### src/rtl/mbx_pkg.sv
package mbx_pkg;

    typedef enum logic {
        FLAG_CLEAR = 1'b0,
        FLAG_HELD  = 1'b1
    } flag_state_e;

    typedef enum logic [1:0] {
        RET_OFF  = 2'd0,
        RET_DATA = 2'd1,
        RET_STAT = 2'd2
    } ret_sel_e;

    localparam logic [1:0] REG_MAIL   = 2'd0;
    localparam logic [1:0] REG_STATUS = 2'd1;
    localparam logic [1:0] REG_IRQ    = 2'd2;
    localparam logic [1:0] REG_SPARE  = 2'd3;

    localparam int NUM_FLAGS  = 4;
    localparam int FL_READY   = 0;
    localparam int FL_BUSY    = 1;
    localparam int FL_TAKEN   = 2;
    localparam int FL_ARRIVED = 3;

endpackage

### src/rtl/mbx_flag_fsm.sv
module mbx_flag_fsm
    import mbx_pkg::*;
(
    input  logic clk,
    input  logic rst_n,
    input  logic set_i,
    input  logic clr_i,
    output logic flag_o
);

    flag_state_e state_q, state_d;

    always_ff @(posedge clk) begin
        if (!rst_n) state_q <= FLAG_CLEAR;
        else        state_q <= state_d;
    end

    always_comb begin
        state_d = state_q;
        unique case (state_q)
            FLAG_CLEAR: if (set_i) state_d = FLAG_HELD;
            FLAG_HELD:  if (clr_i && !set_i) state_d = FLAG_CLEAR;
            default:    state_d = FLAG_CLEAR;
        endcase
    end

    always_comb begin
        flag_o = (state_q == FLAG_HELD);
    end

endmodule

### src/rtl/mbx_slave_regs.sv
module mbx_slave_regs
    import mbx_pkg::*;
#(
    parameter int DATA_W = 8
) (
    input  logic              clk,
    input  logic              rst_n,
    input  logic              slv_we,
    input  logic [1:0]        slv_addr,
    input  logic [DATA_W-1:0] slv_wdata,
    input  logic              mst_wr,
    input  logic [DATA_W-1:0] mst_wdata,
    input  logic [NUM_FLAGS-1:0] flags,
    output logic [DATA_W-1:0] ob_q,
    output logic [DATA_W-1:0] ib_q,
    output logic [DATA_W-1:0] status_word,
    output logic              stat_wr,
    output logic              irq_ack_wr,
    output logic [DATA_W-1:0] slv_rdata
);

    logic [DATA_W-1:0] irq_word;

    always_ff @(posedge clk) begin
        if (!rst_n) begin
            ob_q <= '0;
            ib_q <= '0;
        end else begin
            if (slv_we && slv_addr == REG_MAIL) ob_q <= slv_wdata;
            if (mst_wr)                         ib_q <= mst_wdata;
        end
    end

    always_comb begin
        stat_wr     = slv_we && (slv_addr == REG_STATUS);
        irq_ack_wr  = slv_we && (slv_addr == REG_IRQ);
        status_word = '0;
        status_word[0] = flags[FL_READY];
        status_word[1] = flags[FL_BUSY];
        irq_word    = '0;
        irq_word[0] = flags[FL_TAKEN];
        irq_word[1] = flags[FL_ARRIVED];
    end

    always_comb begin
        slv_rdata = '0;
        unique case (slv_addr)
            REG_MAIL:   slv_rdata = ib_q;
            REG_STATUS: slv_rdata = status_word;
            REG_IRQ:    slv_rdata = irq_word;
            REG_SPARE:  slv_rdata = '0;
            default:    slv_rdata = '0;
        endcase
    end

endmodule

### src/rtl/mbx_ret_mux.sv
module mbx_ret_mux
    import mbx_pkg::*;
#(
    parameter int DATA_W = 8
) (
    input  logic              data_en,
    input  logic              stat_en,
    input  logic [DATA_W-1:0] ob_q,
    input  logic [DATA_W-1:0] status_word,
    output logic [DATA_W-1:0] ret_bus
);

    ret_sel_e sel;

    always_comb begin
        if (data_en)      sel = RET_DATA;
        else if (stat_en) sel = RET_STAT;
        else              sel = RET_OFF;
    end

    always_comb begin
        ret_bus = '0;
        unique case (sel)
            RET_OFF:  ret_bus = '0;
            RET_DATA: ret_bus = ob_q;
            RET_STAT: ret_bus = status_word;
            default:  ret_bus = '0;
        endcase
    end

endmodule

### src/rtl/mbx_dual_mailbox.sv
module mbx_dual_mailbox
    import mbx_pkg::*;
#(
    parameter int DATA_W = 8
) (
    input  logic              clk,
    input  logic              rst_n,
    input  logic              slv_we,
    input  logic [1:0]        slv_addr,
    input  logic [DATA_W-1:0] slv_wdata,
    output logic [DATA_W-1:0] slv_rdata,
    output logic              slv_irq_taken,
    output logic              slv_irq_arrived,
    input  logic              mst_wr,
    input  logic [DATA_W-1:0] mst_wdata,
    input  logic              mst_data_en,
    input  logic              mst_stat_en,
    output logic [DATA_W-1:0] ret_bus
);

    logic [DATA_W-1:0]    ob_q;
    logic [DATA_W-1:0]    ib_q;
    logic [DATA_W-1:0]    status_word;
    logic                 stat_wr;
    logic                 irq_ack_wr;
    logic                 data_en_q;
    logic                 rd_event;
    logic [NUM_FLAGS-1:0] flag_set;
    logic [NUM_FLAGS-1:0] flag_clr;
    logic [NUM_FLAGS-1:0] flag_q;

    // edge detector: one read event per rising edge of the data enable
    always_ff @(posedge clk) begin
        if (!rst_n) data_en_q <= 1'b0;
        else        data_en_q <= mst_data_en;
    end

    always_comb begin
        rd_event             = mst_data_en && !data_en_q;
        flag_set[FL_READY]   = stat_wr &&  slv_wdata[0];
        flag_clr[FL_READY]   = stat_wr && !slv_wdata[0];
        flag_set[FL_BUSY]    = stat_wr &&  slv_wdata[1];
        flag_clr[FL_BUSY]    = stat_wr && !slv_wdata[1];
        flag_set[FL_TAKEN]   = rd_event;
        flag_clr[FL_TAKEN]   = irq_ack_wr && slv_wdata[0];
        flag_set[FL_ARRIVED] = mst_wr;
        flag_clr[FL_ARRIVED] = irq_ack_wr && slv_wdata[1];
    end

    for (genvar g = 0; g < NUM_FLAGS; g++) begin : g_flag
        mbx_flag_fsm u_flag (
            .clk    (clk),
            .rst_n  (rst_n),
            .set_i  (flag_set[g]),
            .clr_i  (flag_clr[g]),
            .flag_o (flag_q[g])
        );
    end

    mbx_slave_regs #(.DATA_W(DATA_W)) u_regs (
        .clk         (clk),
        .rst_n       (rst_n),
        .slv_we      (slv_we),
        .slv_addr    (slv_addr),
        .slv_wdata   (slv_wdata),
        .mst_wr      (mst_wr),
        .mst_wdata   (mst_wdata),
        .flags       (flag_q),
        .ob_q        (ob_q),
        .ib_q        (ib_q),
        .status_word (status_word),
        .stat_wr     (stat_wr),
        .irq_ack_wr  (irq_ack_wr),
        .slv_rdata   (slv_rdata)
    );

    mbx_ret_mux #(.DATA_W(DATA_W)) u_ret (
        .data_en     (mst_data_en),
        .stat_en     (mst_stat_en),
        .ob_q        (ob_q),
        .status_word (status_word),
        .ret_bus     (ret_bus)
    );

    always_comb begin
        slv_irq_taken   = flag_q[FL_TAKEN];
        slv_irq_arrived = flag_q[FL_ARRIVED];
    end

endmodule

### config.mk
export PLATFORM = sky130hd
export DESIGN_NAME = mbx_dual_mailbox
export DESIGN_NICKNAME = d
export VERILOG_FILES = /design/src/rtl/mbx_pkg.sv /design/src/rtl/mbx_flag_fsm.sv /design/src/rtl/mbx_slave_regs.sv /design/src/rtl/mbx_ret_mux.sv /design/src/rtl/mbx_dual_mailbox.sv
export SDC_FILE = /design/constraint.sdc
export NUM_CORES = 1
export LEC_CHECK = 0
export BUFFER_PORTS_ARGS = -buffer_cell sky130_fd_sc_hd__buf_2
export CAP_MARGIN = 20
export CORE_AREA = 2 2 48 50
export CTS_CLUSTER_DIAMETER = 120
export CTS_CLUSTER_SIZE = 14
export DETAILED_ROUTE_END_ITERATION = 16
export DIE_AREA = 0 0 50 52
export PLACE_DENSITY = 0.82
export SYNTH_ARGS = -nofsm -noshare
export SYNTH_HDL_FRONTEND = slang
export SYNTH_SLANG_ARGS = --single-unit
### constraint.sdc
create_clock -name clk -period 2.63 [get_ports clk]
set_clock_uncertainty 0.2 [all_clocks]
set_input_delay 0.526 -clock clk [delete_from_list [all_inputs] [get_ports clk]]
set_output_delay 0.526 -clock clk [all_outputs]
set_load 0.03 [all_outputs]
* After elaboration in Yosys (flattened, before gate mapping)
Cells that the tools add are included.
** Cells by class
- Equality and inequality tests :: 5
- Muxes and demuxes :: 16
- Reductions and logical operators :: 22
- Bitwise logic cells :: 4
** Operators by type and width (count)
- $pmux 8 s4 :: 1
- $pmux 8 s2 :: 1
- $logic_and 1x1->1 :: 14
- $mux 1 :: 8
- $pmux 1 s2 :: 4
- $logic_not 1->1 :: 7
- $eq 2x2->1 const B :: 3
- $eq 2x1->1 const B :: 2
- $mux 2 :: 2
- $not 1->1 :: 4
- $logic_not 2->1 :: 1
** Storage, ports and cells
- Logic and storage cells :: 54
- Register bits after elaboration :: 21

* Depth between registers and ports, before layout
- Word-level depth :: 7
- Gate-level depth with buffers :: 5

* Hierarchy
A second synthesis with hierarchy kept.
** Unflattened totals
- Cell total of the unflattened synthesis :: 118
- Area total of the unflattened synthesis :: 1138.6 sq um
** Modules (own cells, without submodules)
- mbx_slave_regs :: seq. area each 320.3 sq um, times used 1, cells an instance 86, area each 802.0 sq um
- mbx_flag_fsm :: seq. area each 20.0 sq um, times used 4, cells an instance 3, area each 41.3 sq um
- mbx_ret_mux :: seq. area each 0.0 sq um, times used 1, cells an instance 11, area each 101.3 sq um
- mbx_dual_mailbox :: seq. area each 20.0 sq um, times used 1, cells an instance 9, area each 70.1 sq um

* Worst setup path before layout
OpenSTA, ideal clock, no wires.
- Path type :: input to output
- Start point :: input port slv_addr[0]
- End point :: output port slv_rdata[0]
- Required time :: 1904 ps
- Path buffers :: 1
- Arrival :: 1432 ps
- Path slack :: 472 ps
- Stages on the path :: 3
- Cell sequence :: buf_6 > mux2i_1 > o21ai_0
** Between the ends
- Word-level cells in the longest chain between the ends :: 2
** Ends and longest elaborated chain
- start: declaration :: RTL line mbx_dual_mailbox.sv:9 : input logic [1:0] slv_addr,
- $eq 2x2->1 (tied with other cells) :: RTL line mbx_slave_regs.sv:47 : unique case (slv_addr)
- $pmux 8 s4 * :: RTL line mbx_slave_regs.sv:47
- end: declaration :: RTL line mbx_dual_mailbox.sv:11 : output logic [DATA_W-1:0] slv_rdata,
Mark *: on every way between the ends. The rest lies on a longest branch, timed or not.

* Final worst setup path
- Start point :: input port slv_addr[0]
- End point :: output port slv_rdata[2]
Same word-level chain as after synthesis.

==> flow_summary.toml <==
[critical_path]
cp-end-kind = "output pin"
crit_type = "in -> out"
worst_path_largest_cell_delay_ns = 0.24
arrival_ns = 1.28
crit_chain = "buf_2 -> nor2_1 -> and2_1 -> buf_2"
cp-start-kind = "primary input"
r2r_cells = 2
path_max_fanout = 7
crit_slowest_cell = "nor2_1"
rr_endpoint = "g_flag[3].u_flag.flag_o"
cp.required_ns = 1.90
critPathMostFrequentCell = "buf_2"
rr_startpoint = "g_flag[3].u_flag.flag_o"
r2r_slack_ns = 1.75

[global_routing]
grt_max_degree = 23
grt_pass1_wl_um = 3187
grt_overflow = 0
track_usage = 0.1603
grt_pass1_vias = 747
antenna_found_initial = 0

[placed_design]
io_buffers = 41
postPlaceCellArea_um2 = 1140
gp_congestion = 0.7594
post-dp-hpwl_um = 1487

[cts]
cts.clk_slew.worst_paths_ns = 0.12
cts_root_buf = "clkbuf_4"
cts_sinks = 21
cts_tree = "yes"
cts_resized = 0
clkLatencyLatePin_ns = 0.30
cts_htree_levels = 1
cts_hold_buf = 0
cts_setup_buffers = 0
cts.path.max_buffers = 2
cts_buffers = 3

[min_path]
holdCritPathClass = "in -> reg"
holdPathEnd = "u_regs.ob_q[3]"
hold_depth = 3
worstHoldStart = "slv_wdata[3]"

[die]
boundaryPins = 42
dieHeight_um = 52
die_w_um = 50
core_area_um2 = 2106
start_util = 0.4510
rows = 17
die_area_um2 = 2600

[sta]
rsz0062_at_grt = "no"
post-route-period-util = 0.7623
maxSlewViolCount = 0
setup_viol = 0
finalCriticalPeriod_ns = 2.005
worst_pin_slew_ns = 0.5290
max_freq_mhz = 498.8
fin_setup_tns_ns = 0
maxSlewHeadroom = 0.6470
hold_viol = 0

[logic_synthesis]
synth_top_area_frac = 0.4427
syn-cell-area_um2 = 949.7
synth.distinct_cells = 19
synth_seq_area_share = 0.4427
synth_top_area_cell = "dfxtp_1"
syn_nets = 136
yosys_warnings = 0
syn_avg_cell_area_um2 = 8.479
synthTopCellsByArea = "dfxtp_1, mux2i_1, and2_1, o21ai_0, nand2_1"
synthCells = 112
ys_ff_latch = 21

[power_and_ir_drop]
clock_power_share = 0.262
p_int_w = 0.0004275
vdd_drop_max_mv = 0.2627
power_density_nw_per_um2 = 505.9
p_leak_nw = 0.5662
sequentialPowerShare = 0.578
p_sw_w = 0.0001631
p_sw_frac = 0.2761
combPwrFrac = 0.160

[detailed_routing]
vias = 865
drtAntennaViolNets = 0
drt_iter0_markers = 16
totalWireLength_um = 1960
wire_per_inst_um = 10.95
drt_pre_antenna_iters = 4
drt-vias-per-instance = 4.832
drc = 0

[final_layout]
final_common_cell = "buf_2"
fin_nets = 176
layout_common_cells = "buf_2, dfxtp_1, nand2_1"
diodes = 0
fillCellCount = 192
area_delta_synth_final_pct = 22.92
final_cell_area_um2 = 1167
post_route_cells_drive_above_1_share = 0.3113

[job]
cap_violations = 0

[run_status]
outcome = "finished, final reports clean"
-- through the flow --
step / util / hold WS (ns) / setup slack [ns] / std cells / total power (W)
after floorplan: - / 0.2314 / 0.4717 / 112 / 0.0004110
after global placement: 0.5413 / 0.2387 / 0.6927 / 175 / 0.0004396
after detailed placement: 0.5413 / 0.2463 / 0.6278 / 175 / 0.0004434
after CTS: 0.5544 / 0.2317 / 0.6313 / 179 / 0.0005948
after global routing: 0.5544 / 0.2387 / 0.5495 / 179 / 0.0006186
final: 0.5544 / 0.2392 / 0.6250 / 179 / 0.0005905
-- cells in the mapped netlist (all sizes together) --
library cell	number
dfxtp	21
clkinv	1
o21ai	16
or2b	1
nand2	18
and2	13
nand3	10
nor2	9
buf	4
clkbuf	2
nand3b	1
a21oi	2
inv	1
nor3b	1
nand2b	1
mux2i	10
and2b	1
-- flip-flops by register name, summed over array words and instances (netlist names), named ones only --
name / cells
u_regs.ib_q: 8
u_regs.ob_q: 8
g_flag.u_flag.flag_o: 2
data_en_q: 1
-- critical path: cells and delay by family --
kind | cells | cell delay [ns]
buf+inv | 2 | 0.34
simple gates | 2 | 0.41
-- logic make-up (layout without fill, tap and decap cells) --
kind of cell,after synthesis,in the layout,share of synthesized area
AOI/OAI and AO/OA,18,18,0.09487
buffers and inverters,8,47,0.06059
DFF,21,21,0.4427
muxes,10,10,0.1054
and+or+nand+nor,55,55,0.2965
-- worst max-delay path by stage --
stage,from,end,cells after the start
2_1_floorplan,slv_addr[0],slv_rdata[0],3
3_3_place_gp,slv_addr[0],slv_rdata[1],5
3_5_place_dp,slv_addr[0],slv_rdata[4],4
4_1_cts,slv_addr[0],slv_rdata[7],4
5_1_grt,slv_addr[0],slv_rdata[4],4
6_report,slv_addr[0],slv_rdata[2],4
-- final cells by class --
class                           count  area, µm²  share of cell area
Timing Repair Buffer               41      205.2              0.1758
Multi-Input combinational cell     83      471.7              0.4041
Clock buffer                        3      22.52             0.01929
Inverter                            2      7.507            0.006431
Clock inverter                      1      5.005            0.004287
Sequential cell                    21      420.4              0.3601
Tap cell                           28      35.03             0.03001
-- power by group through the flow --
stage	logic (W)	registers, W	clock network, W
after floorplan	0.0000602	0.000351	0
after global placement	0.0000917	0.000348	0
after detailed placement	0.0000949	0.000348	0
after CTS	0.0000949	0.000341	0.000159
after global routing	0.000104	0.000344	0.000171
final	0.0000944	0.000341	0.000155
-- layer usage --
layer	up-vias	track usage	share of wire
li1	448	-	-
met1	394	0.2000	0.46
met2	19	0.2588	0.50
met3	4	0.02299	0.020
met4	0	0.1019	0.017
met5	-	0	0
Power figures use the tool's default switching activity.
